<file path="src/rtl/knob_pkg.sv">
package knob_pkg;

    typedef enum logic [1:0] {PH_11, PH_01, PH_00, PH_10} quad_ph_e;

    typedef enum logic [1:0] {STEP_NONE, STEP_UP, STEP_DN} step_e;

    typedef enum logic [2:0] {
        ROW_COUPLING = 3'd0,
        ROW_TRIGMODE = 3'd1,
        ROW_RUN      = 3'd2,
        ROW_EDGE     = 3'd3,
        ROW_CUR_A    = 3'd4,
        ROW_CUR_B    = 3'd5
    } menu_row_e;

    typedef enum logic [1:0] {TM_AUTO = 2'd0, TM_NORMAL = 2'd1, TM_SINGLE = 2'd2} trig_mode_e;

    typedef enum logic {K0_TIMEBASE, K0_TRIGLVL} k0_mode_e;
    typedef enum logic {K1_VSCALE, K1_VOFFSET} k1_mode_e;

    localparam int VSCALE_STEPS = 10;

    function automatic int clampi(int v, int lo, int hi);
        if (v < lo) return lo;
        if (v > hi) return hi;
        return v;
    endfunction

    function automatic quad_ph_e phase_of(logic a, logic b);
        quad_ph_e p;
        unique case ({a, b})
            2'b11:   p = PH_11;
            2'b01:   p = PH_01;
            2'b00:   p = PH_00;
            default: p = PH_10;
        endcase
        return p;
    endfunction

    function automatic quad_ph_e cw_of(quad_ph_e p);
        quad_ph_e n;
        unique case (p)
            PH_11:   n = PH_01;
            PH_01:   n = PH_00;
            PH_00:   n = PH_10;
            default: n = PH_11;
        endcase
        return n;
    endfunction

    function automatic quad_ph_e ccw_of(quad_ph_e p);
        quad_ph_e n;
        unique case (p)
            PH_11:   n = PH_10;
            PH_10:   n = PH_00;
            PH_00:   n = PH_01;
            default: n = PH_11;
        endcase
        return n;
    endfunction

endpackage

</file>
<file path="src/rtl/knob_filter.sv">
module knob_filter #(
    parameter int   STABLE_CYC = 4,
    parameter logic RST_LVL    = 1'b1
) (
    input  logic clk,
    input  logic rst_n,
    input  logic raw,
    output logic level
);
    localparam int CW = $clog2(STABLE_CYC + 1);

    logic [1:0]    sync_q;
    logic [CW-1:0] run_q;

    always_ff @(posedge clk or negedge rst_n) begin
        if (!rst_n) begin
            sync_q <= {2{RST_LVL}};
            run_q  <= '0;
            level  <= RST_LVL;
        end else begin
            sync_q <= {sync_q[0], raw};
            if (sync_q[1] == level) begin
                run_q <= '0;
            end else if (run_q == CW'(STABLE_CYC - 1)) begin
                level <= sync_q[1];
                run_q <= '0;
            end else begin
                run_q <= run_q + 1'b1;
            end
        end
    end

    // a new level is only ever the synchronised input value
    a_r1_level_from_sync: assert property (@(posedge clk) disable iff (!rst_n)
        (level != $past(level)) |-> (level == $past(sync_q[1])));

    // a level change needs the full run of differing samples
    a_r1_full_run: assert property (@(posedge clk) disable iff (!rst_n)
        (level != $past(level)) |-> ($past(run_q) == CW'(STABLE_CYC - 1)));

endmodule

</file>
<file path="src/rtl/quad_decoder.sv">
module quad_decoder
    import knob_pkg::*;
(
    input  logic clk,
    input  logic rst_n,
    input  logic a,
    input  logic b,
    output logic step_up,
    output logic step_dn
);
    quad_ph_e          ph_q, ph_d, ph_in;
    logic signed [3:0] cnt_q, cnt_d;
    step_e             step_q, step_d;

    always_comb begin
        ph_in  = phase_of(a, b);
        ph_d   = ph_in;
        cnt_d  = cnt_q;
        step_d = STEP_NONE;
        if (ph_in != ph_q) begin
            if (ph_in == cw_of(ph_q)) begin
                cnt_d = cnt_q + 4'sd1;
            end else if (ph_in == ccw_of(ph_q)) begin
                cnt_d = cnt_q - 4'sd1;
            end else begin
                cnt_d = '0;
            end
            if (ph_in == PH_11) begin
                if (cnt_d == 4'sd4) begin
                    step_d = STEP_UP;
                end else if (cnt_d == -4'sd4) begin
                    step_d = STEP_DN;
                end
                cnt_d = '0;
            end
        end
    end

    always_ff @(posedge clk or negedge rst_n) begin
        if (!rst_n) begin
            ph_q   <= PH_11;
            cnt_q  <= '0;
            step_q <= STEP_NONE;
        end else begin
            ph_q   <= ph_d;
            cnt_q  <= cnt_d;
            step_q <= step_d;
        end
    end

    always_comb begin
        step_up = (step_q == STEP_UP);
        step_dn = (step_q == STEP_DN);
    end

    // the rest phase never carries a partial detent
    a_r2_cnt_home: assert property (@(posedge clk) disable iff (!rst_n)
        (ph_q == PH_11) |-> (cnt_q == 4'sd0));

    // away from rest the sub-count stays within one detent
    a_r2_cnt_bound: assert property (@(posedge clk) disable iff (!rst_n)
        (cnt_q >= -4'sd3) && (cnt_q <= 4'sd3));

    // steps are only reported on arrival at rest
    a_r2_step_home: assert property (@(posedge clk) disable iff (!rst_n)
        (step_up || step_dn) |-> (ph_q == PH_11));

    // at most one direction at a time
    a_r2_one_dir: assert property (@(posedge clk) disable iff (!rst_n)
        $onehot0({step_up, step_dn}));

endmodule

</file>
<file path="src/rtl/knob_settings.sv">
module knob_settings
    import knob_pkg::*;
#(
    parameter  int TB_STEPS   = 20,
    parameter  int CUR_W      = 9,
    parameter  int CUR_MAX    = 239,
    parameter  int CUR_COARSE = 8,
    localparam int TB_W       = $clog2(TB_STEPS)
) (
    input  logic                    clk,
    input  logic                    rst_n,
    input  logic [2:0]              step_up,
    input  logic [2:0]              step_dn,
    input  logic [2:0]              press,
    output logic [TB_W-1:0]         timebase_idx,
    output logic signed [7:0]       trig_level,
    output logic [3:0]              vscale_idx,
    output logic signed [7:0]       voffset,
    output logic [2:0]              menu_row,
    output logic                    coupling_ac,
    output logic [1:0]              trig_mode,
    output logic                    running,
    output logic                    edge_falling,
    output logic [CUR_W-1:0]        cursor_a,
    output logic [CUR_W-1:0]        cursor_b
);
    k0_mode_e          k0_q, k0_d;
    k1_mode_e          k1_q, k1_d;
    menu_row_e         row_q, row_d;
    trig_mode_e        tm_q, tm_d;
    logic [TB_W-1:0]   tb_q, tb_d;
    logic signed [7:0] lvl_q, lvl_d, off_q, off_d;
    logic [3:0]        vs_q, vs_d;
    logic              cpl_q, cpl_d, run_q, run_d, edg_q, edg_d;
    logic [CUR_W-1:0]  ca_q, ca_d, cb_q, cb_d;

    int  dir0, dir1, dir2, cur_delta;
    logic any_evt;

    always_comb begin
        dir0 = step_up[0] ? 1 : (step_dn[0] ? -1 : 0);
        dir1 = step_up[1] ? 1 : (step_dn[1] ? -1 : 0);
        dir2 = step_up[2] ? 1 : (step_dn[2] ? -1 : 0);
        cur_delta = dir0 + dir1 * CUR_COARSE;

        k0_d = k0_q;   k1_d = k1_q;   row_d = row_q;  tm_d = tm_q;
        tb_d = tb_q;   lvl_d = lvl_q; vs_d = vs_q;    off_d = off_q;
        cpl_d = cpl_q; run_d = run_q; edg_d = edg_q;
        ca_d = ca_q;   cb_d = cb_q;

        // rotation of knobs 0 and 1
        unique case (row_q)
            ROW_CUR_A: ca_d = CUR_W'(clampi(int'(ca_q) + cur_delta, 0, CUR_MAX));
            ROW_CUR_B: cb_d = CUR_W'(clampi(int'(cb_q) + cur_delta, 0, CUR_MAX));
            default: begin
                if (k0_q == K0_TRIGLVL)
                    lvl_d = 8'(clampi(int'(lvl_q) + dir0, -128, 127));
                else
                    tb_d = TB_W'(clampi(int'(tb_q) + dir0, 0, TB_STEPS - 1));
                if (k1_q == K1_VOFFSET)
                    off_d = 8'(clampi(int'(off_q) + dir1, -128, 127));
                else
                    vs_d = 4'(clampi(int'(vs_q) + dir1, 0, VSCALE_STEPS - 1));
            end
        endcase

        // presses on knobs 0 and 1 swap their modes
        if (press[0]) k0_d = (k0_q == K0_TIMEBASE) ? K0_TRIGLVL : K0_TIMEBASE;
        if (press[1]) k1_d = (k1_q == K1_VSCALE) ? K1_VOFFSET : K1_VSCALE;

        // knob 2 press acts on the highlighted row
        if (press[2]) begin
            unique case (row_q)
                ROW_COUPLING: cpl_d = ~cpl_q;
                ROW_TRIGMODE: begin
                    unique case (tm_q)
                        TM_AUTO:   tm_d = TM_NORMAL;
                        TM_NORMAL: tm_d = TM_SINGLE;
                        default:   tm_d = TM_AUTO;
                    endcase
                end
                ROW_RUN:  run_d = ~run_q;
                ROW_EDGE: edg_d = ~edg_q;
                default:  ;
            endcase
        end

        // knob 2 rotation walks the menu with wrap
        if (dir2 != 0)
            row_d = menu_row_e'(3'((int'(row_q) + dir2 + 6) % 6));
    end

    always_ff @(posedge clk or negedge rst_n) begin
        if (!rst_n) begin
            k0_q <= K0_TIMEBASE; k1_q <= K1_VSCALE; row_q <= ROW_COUPLING;
            tm_q <= TM_AUTO;     tb_q <= '0;        lvl_q <= '0;
            vs_q <= '0;          off_q <= '0;       cpl_q <= 1'b0;
            run_q <= 1'b1;       edg_q <= 1'b0;     ca_q <= '0;
            cb_q <= '0;
        end else begin
            k0_q <= k0_d;   k1_q <= k1_d;   row_q <= row_d;
            tm_q <= tm_d;   tb_q <= tb_d;   lvl_q <= lvl_d;
            vs_q <= vs_d;   off_q <= off_d; cpl_q <= cpl_d;
            run_q <= run_d; edg_q <= edg_d; ca_q <= ca_d;
            cb_q <= cb_d;
        end
    end

    always_comb begin
        timebase_idx = tb_q;
        trig_level   = lvl_q;
        vscale_idx   = vs_q;
        voffset      = off_q;
        menu_row     = row_q;
        coupling_ac  = cpl_q;
        trig_mode    = tm_q;
        running      = run_q;
        edge_falling = edg_q;
        cursor_a     = ca_q;
        cursor_b     = cb_q;
        any_evt      = |{step_up, step_dn, press};
    end

    a_r3_tb_range: assert property (@(posedge clk) disable iff (!rst_n)
        int'(tb_q) < TB_STEPS);

    a_r5_vs_range: assert property (@(posedge clk) disable iff (!rst_n)
        vs_q < 4'(VSCALE_STEPS));

    a_r7_row_range: assert property (@(posedge clk) disable iff (!rst_n)
        row_q <= ROW_CUR_B);

    a_r9_mode_valid: assert property (@(posedge clk) disable iff (!rst_n)
        tm_q != 2'd3);

    a_r10_cursor_range: assert property (@(posedge clk) disable iff (!rst_n)
        (int'(ca_q) <= CUR_MAX) && (int'(cb_q) <= CUR_MAX));

    // on a cursor row the knob 0/1 parameters stay put
    a_r10_params_frozen: assert property (@(posedge clk) disable iff (!rst_n)
        (row_q == ROW_CUR_A || row_q == ROW_CUR_B) |=>
        ($stable(tb_q) && $stable(lvl_q) && $stable(vs_q) && $stable(off_q)));

    a_r12_hold_idle: assert property (@(posedge clk) disable iff (!rst_n)
        !any_evt |=> ($stable(tb_q) && $stable(lvl_q) && $stable(vs_q) &&
                      $stable(off_q) && $stable(row_q) && $stable(tm_q) &&
                      $stable(cpl_q) && $stable(run_q) && $stable(edg_q) &&
                      $stable(ca_q) && $stable(cb_q) && $stable(k0_q) && $stable(k1_q)));

endmodule

</file>
<file path="src/rtl/scope_knob_ctrl.sv">
module scope_knob_ctrl
    import knob_pkg::*;
#(
    parameter  int AB_STABLE  = 64,
    parameter  int SW_STABLE  = 2_000_000,
    parameter  int TB_STEPS   = 20,
    parameter  int CUR_W      = 9,
    parameter  int CUR_MAX    = 239,
    parameter  int CUR_COARSE = 8,
    localparam int TB_W       = $clog2(TB_STEPS)
) (
    input  logic                  clk,
    input  logic                  rst_n,
    input  logic [2:0]            enc_a,
    input  logic [2:0]            enc_b,
    input  logic [2:0]            enc_sw_n,
    output logic [TB_W-1:0]       timebase_idx,
    output logic signed [7:0]     trig_level,
    output logic [3:0]            vscale_idx,
    output logic signed [7:0]     voffset,
    output logic [2:0]            menu_row,
    output logic                  coupling_ac,
    output logic [1:0]            trig_mode,
    output logic                  running,
    output logic                  edge_falling,
    output logic [CUR_W-1:0]      cursor_a,
    output logic [CUR_W-1:0]      cursor_b
);
    localparam int KNOBS = 3;

    logic [KNOBS-1:0] a_f, b_f, sw_f, sw_f_q, press, step_up, step_dn;

    for (genvar k = 0; k < KNOBS; k++) begin : g_knob
        knob_filter #(.STABLE_CYC(AB_STABLE), .RST_LVL(1'b1)) u_fa (
            .clk(clk), .rst_n(rst_n), .raw(enc_a[k]), .level(a_f[k]));
        knob_filter #(.STABLE_CYC(AB_STABLE), .RST_LVL(1'b1)) u_fb (
            .clk(clk), .rst_n(rst_n), .raw(enc_b[k]), .level(b_f[k]));
        knob_filter #(.STABLE_CYC(SW_STABLE), .RST_LVL(1'b1)) u_fs (
            .clk(clk), .rst_n(rst_n), .raw(enc_sw_n[k]), .level(sw_f[k]));
        quad_decoder u_dec (
            .clk(clk), .rst_n(rst_n), .a(a_f[k]), .b(b_f[k]),
            .step_up(step_up[k]), .step_dn(step_dn[k]));
    end

    always_ff @(posedge clk or negedge rst_n) begin
        if (!rst_n) sw_f_q <= '1;
        else        sw_f_q <= sw_f;
    end

    assign press = sw_f_q & ~sw_f;

    // a press is a single-cycle event
    a_r1_press_pulse: assert property (@(posedge clk) disable iff (!rst_n)
        |press |=> ((press & $past(press)) == '0));

    knob_settings #(
        .TB_STEPS(TB_STEPS), .CUR_W(CUR_W), .CUR_MAX(CUR_MAX), .CUR_COARSE(CUR_COARSE)
    ) u_set (
        .clk(clk), .rst_n(rst_n), .step_up(step_up), .step_dn(step_dn), .press(press),
        .timebase_idx(timebase_idx), .trig_level(trig_level), .vscale_idx(vscale_idx),
        .voffset(voffset), .menu_row(menu_row), .coupling_ac(coupling_ac),
        .trig_mode(trig_mode), .running(running), .edge_falling(edge_falling),
        .cursor_a(cursor_a), .cursor_b(cursor_b));

endmodule

</file>
<file path="config.mk">
export PLATFORM = sky130hd
export DESIGN_NAME = scope_knob_ctrl
export DESIGN_NICKNAME = d
export VERILOG_FILES = /design/src/rtl/knob_pkg.sv /design/src/rtl/knob_filter.sv /design/src/rtl/quad_decoder.sv /design/src/rtl/knob_settings.sv /design/src/rtl/scope_knob_ctrl.sv
export SDC_FILE = /design/constraint.sdc
export NUM_CORES = 1
export LEC_CHECK = 0
export ABC_AREA = 1
export BUFFER_PORTS_ARGS = -buffer_cell sky130_fd_sc_hd__buf_2
export CAP_MARGIN = 20
export CORE_MARGIN = 2
export CORE_UTILIZATION = 63
export DETAILED_ROUTE_END_ITERATION = 8
export PLACE_DENSITY_LB_ADDON = 0.25
export SYNTH_ARGS = -nofsm -noshare
export SYNTH_HDL_FRONTEND = slang
export SYNTH_SLANG_ARGS = --single-unit
</file>
<file path="constraint.sdc">
create_clock -name clk -period 8.8 [get_ports clk]
set_clock_uncertainty 0.1 [all_clocks]
set_input_delay 0.88 -clock clk [delete_from_list [all_inputs] [get_ports clk]]
set_output_delay 0.88 -clock clk [all_outputs]
set_load 0.05 [all_outputs]
</file>
==> flow_summary.rst <==
.. list-table::
   :header-rows: 1

   * - Metric
     - Value
   * - Drt first-iter violations
     - about 630
   * - Most common flop cell mapped by yosys
     - sky130_fd_sc_hd__dfrtp_1
   * - FF-to-FF Start
     - g_knob[2].u_dec.step_q[0]
   * - Num Clock Sinks
     - approximately 210
   * - Synth Warn #
     - 0
   * - Top achievable clock speed
     - approximately 130 MHz
   * - Library cell appearing most often on the critical path
     - sky130_fd_sc_hd__nand2_1
   * - Arrival time worst endpoint
     - 8300 ps
   * - Largest stage delay on the critical path
     - 370 ps
   * - Overall die height
     - about 160 µm
   * - Layout area overhead
     - 11.7%
   * - Run status
     - finished clean
   * - TritonCTS clock tree
     - done
   * - GRT overflow
     - 0
   * - Detailed-route wire length
     - 30100 µm
   * - Total GRT Usage
     - 0.249
   * - Clock slew at reported path FFs
     - 60 ps
   * - End point of the critical path
     - u_set.menu_row[2]
   * - Register bit total from synthesis
     - roughly 210
   * - Type of the setup path with the least slack
     - flip-flop to flip-flop
   * - Dominant cells by area after synthesis
     - sky130_fd_sc_hd__dfrtp_1, sky130_fd_sc_hd__ha_1, sky130_fd_sc_hd__inv_1
   * - Area share of the leading cell type in the synthesized netlist
     - 0.307
   * - Post-synthesis cell type with the largest combined area
     - sky130_fd_sc_hd__dfrtp_1
   * - Clk Latency, worst-skew pair
     - between 500 and 600 ps
   * - Mean number of vias per cell
     - around 5.5
   * - I/O pin count
     - 62
   * - Rows
     - 55
   * - Worst-case vdd ir drop
     - approximately 0.16 mV
   * - H-tree depth
     - 1
   * - Power density over cell area
     - 129 nW/µm²
   * - Average instance area after synthesis
     - between 8 and 9 µm²
   * - Cell with the largest stage delay on the worst path
     - sky130_fd_sc_hd__dfrtp_1
   * - Die width
     - 157 µm
   * - Placer's final routability congestion estimate
     - 0.920
   * - Register-to-Register Setup Slack
     - about 820 ps
   * - Placeable core area
     - 22800 µm²
   * - Max-slew headroom
     - 0.260
   * - Share of layout cells above drive strength 1
     - 0.113
   * - Reg-to-reg endpoint
     - u_set.menu_row[2]
   * - Hold violation count in the final report
     - 0
   * - Power Total
     - between 2 and 2.5 mW
   * - Sequential fraction of the synthesis area
     - 0.363
   * - Number of cells on the worst reg-to-reg path
     - 76
   * - Antenna violations before repair
     - 0
   * - Post-synthesis cell area
     - 14700 µm²
   * - Maximum root-to-sink buffer count
     - 3
   * - HPWL after detailed placement
     - between 20000 and 25000 µm
   * - Post-route DRC
     - 0
   * - Required @ worst endpoint
     - slightly above 9000 ps
   * - Pleak
     - between 8 and 9 nW
   * - Total cell area at the placement stage
     - about 15000 µm²
   * - Final min period
     - approximately 8000 ps
   * - # port buffers
     - 61
   * - Post-synth top cells
     - sky130_fd_sc_hd__inv_1, sky130_fd_sc_hd__nand2_1, sky130_fd_sc_hd__dfrtp_1
   * - Count leader, synth
     - sky130_fd_sc_hd__inv_1
   * - Final cycle utilization of the critical path
     - 0.906
   * - Final standard cell area without fillers
     - roughly 16000 µm²
   * - Number of iterations in the first detailed-routing pass
     - 6
   * - Path class of the lowest-slack min-delay path
     - input pin to asynchronous set/reset pin
   * - Initial core utilization
     - 0.647
   * - Clock buffer count from CTS
     - 24
   * - Nets
     - 2086
   * - Count of unique library cells instantiated by Yosys
     - between 50 and 60
   * - Final max-slew violation count
     - 0
   * - Worst-Margin Slew
     - between 1000 and 1500 ps
   * - Number of buffers inserted by hold repair at cts
     - 0
   * - Number of setup violations in the final report
     - 0
   * - Overall die area
     - 24600 µm²
   * - Wirelength per Cell
     - 13.4 µm
   * - Endpoint class of the critical path
     - flip-flop
   * - Largest net degree at the start of global routing
     - 85
   * - Number of flops mapped to enable cells by yosys
     - 0
   * - Timing startpoint of the critical path
     - g_knob[2].u_dec.step_q[0]
   * - Global-route wire length before repair
     - 51700 µm
   * - Via count of the first global-routing pass
     - around 12000
   * - Antenna fix cells
     - 0
   * - Max-cap violations
     - 0
   * - Async set-or-reset flop fraction in the synthesized netlist
     - 1.00
   * - Cell chosen for the clock root
     - sky130_fd_sc_hd__clkbuf_16
   * - Post-Syn Instances
     - around 1800
   * - Worst hold margin
     - around 180 ps
   * - Startpoint type of the worst setup path
     - flip-flop
   * - Remaining antenna violation count after routing
     - 0
   * - Vias
     - between 10000 and 15000
   * - Worst Path Max Fanout
     - 6
critical path, delay by kind of cell, from the launching register on:
family                     cells  cell delay (ps)
and+or+nand+nor               48             4040
AOI/OAI and AO/OA             12             1300
adders and majority gates      5             1190
buffers and inverters         11              890
DFF                            1              370
through the flow:
| step | std cells | worst slack, ps | TNS (ps) | utilization |
|---|---|---|---|---|
| 2_1_floorplan | 1824 | 1600 | 0 | - |
| 3_3_place_gp | 2196 | 1050 | 0 | 0.679 |
| 3_5_place_dp | 2196 | 540 | 0 | 0.679 |
| 4_1_cts | 2240 | 507 | 0 | 0.716 |
| 5_1_grt | 2247 | -95.3 | -106 | 0.723 |
| 6_report | 2247 | 825 | 0 | 0.723 |
registers in the layout (all words and copies together), names as in the netlist, 2 cells and up:
register and count:
g_knob.u_fs.run_q 63, g_knob.u_fa.run_q 21, g_knob.u_fb.run_q 21, g_knob.u_dec.cnt_q 12, u_set.cursor_a 9, u_set.cursor_b 9, u_set.trig_level 8, u_set.voffset 8
g_knob.u_dec.ph_q 6, g_knob.u_dec.step_q 6, g_knob.u_fa.sync_q 6, g_knob.u_fb.sync_q 6, g_knob.u_fs.sync_q 6, u_set.timebase_idx 5, u_set.vscale_idx 4, g_knob.u_fa.level 3
g_knob.u_fb.level 3, g_knob.u_fs.level 3, sw_f_q 3, u_set.menu_row 3, u_set.trig_mode 2
layout by cell type, fill, tap and decap left out, types with 5 or more instances in the layout:
master / count
sky130_fd_sc_hd__o22ai_1: 12
sky130_fd_sc_hd__clkinv_2: 5
sky130_fd_sc_hd__nand3_2: 17
sky130_fd_sc_hd__a21oi_1: 101
sky130_fd_sc_hd__nand4_1: 38
sky130_fd_sc_hd__buf_4: 9
sky130_fd_sc_hd__o21ai_0: 68
sky130_fd_sc_hd__a21o_1: 11
sky130_fd_sc_hd__nand3_1: 88
sky130_fd_sc_hd__nor4_1: 28
sky130_fd_sc_hd__inv_1: 300
sky130_fd_sc_hd__a31oi_1: 7
sky130_fd_sc_hd__o31ai_1: 8
sky130_fd_sc_hd__o21ai_1: 12
sky130_fd_sc_hd__nor3_1: 78
sky130_fd_sc_hd__nor3b_1: 25
sky130_fd_sc_hd__nand2_2: 24
sky130_fd_sc_hd__clkbuf_1: 6
sky130_fd_sc_hd__nand2_1: 271
sky130_fd_sc_hd__and2_1: 5
sky130_fd_sc_hd__fa_1: 35
sky130_fd_sc_hd__dfrtp_1: 181
sky130_fd_sc_hd__xor2_1: 45
sky130_fd_sc_hd__nor2_1: 178
sky130_fd_sc_hd__xnor2_1: 37
sky130_fd_sc_hd__conb_1: 11
sky130_fd_sc_hd__o21bai_1: 18
sky130_fd_sc_hd__o21ai_2: 12
sky130_fd_sc_hd__dfstp_2: 31
sky130_fd_sc_hd__ha_1: 120
sky130_fd_sc_hd__buf_2: 60
sky130_fd_sc_hd__inv_2: 5
sky130_fd_sc_hd__clkbuf_16: 24
layout make-up:
cell class              count  area (µm²)
flip-flops and latches    212        5340
fillers                  1732        6310
well taps                 313         392
multi-input cells        1299        8300
repair buffers             72         422
clock inverters            10         175
inverters                 307        1160
clock buffers              34         678
per-layer routing:
| layer | part of all wire | vias up | global-route usage | wire length (µm) |
|---|---|---|---|---|
| li1 | - | 6193 | - | - |
| met1 | 0.44 | 5791 | 0.316 | 13200 |
| met2 | 0.49 | 253 | 0.436 | 14800 |
| met3 | 0.046 | 67 | 0.0407 | 1370 |
| met4 | 0.027 | 0 | 0.0821 | 812 |
| met5 | 0 | - | 0 | 0 |
repair_timing:
item / CTS / global route
setup buffers: 0 / 6
gates resized for setup: 0 / 24
setup endpoints to repair: 0 / 2
worst min path at each step:
stage               cells past startpoint  slack (ps)                        to                     start
floorplan                               0         250  g_knob[0].u_fa.sync_q[1]  g_knob[0].u_fa.sync_q[0]
global placement                        0         250  g_knob[2].u_fb.sync_q[1]  g_knob[2].u_fb.sync_q[0]
detailed placement                      0         250  g_knob[2].u_fs.sync_q[1]  g_knob[2].u_fs.sync_q[0]
CTS                                     1         200   g_knob[2].u_fb.run_q[6]                     rst_n
global route                            1         220   g_knob[2].u_fb.run_q[4]                     rst_n
finish                                  1         180   g_knob[2].u_fb.run_q[4]                     rst_n
power breakdown:
group,internal (mW),total (mW),switching [mW]
Sequential,0.993,1.00,0.00993
Clock,0.657,1.06,0.406
Combinational,0.0164,0.0536,0.0372
logic make-up after synthesis:
kind of cell / count (synthesis) / synth area share
multiplexers: 4 / 0.00306
XOR/XNOR: 82 / 0.0487
buffers and inverters: 313 / 0.0817
other: 1 / 0.000254
flip-flops: 212 / 0.363
AND/OR/NAND/NOR: 769 / 0.241
AO/OA/AOI/OAI: 273 / 0.109
adder cells (fa/ha/maj): 160 / 0.154
Power figures use the tool's default switching activity.
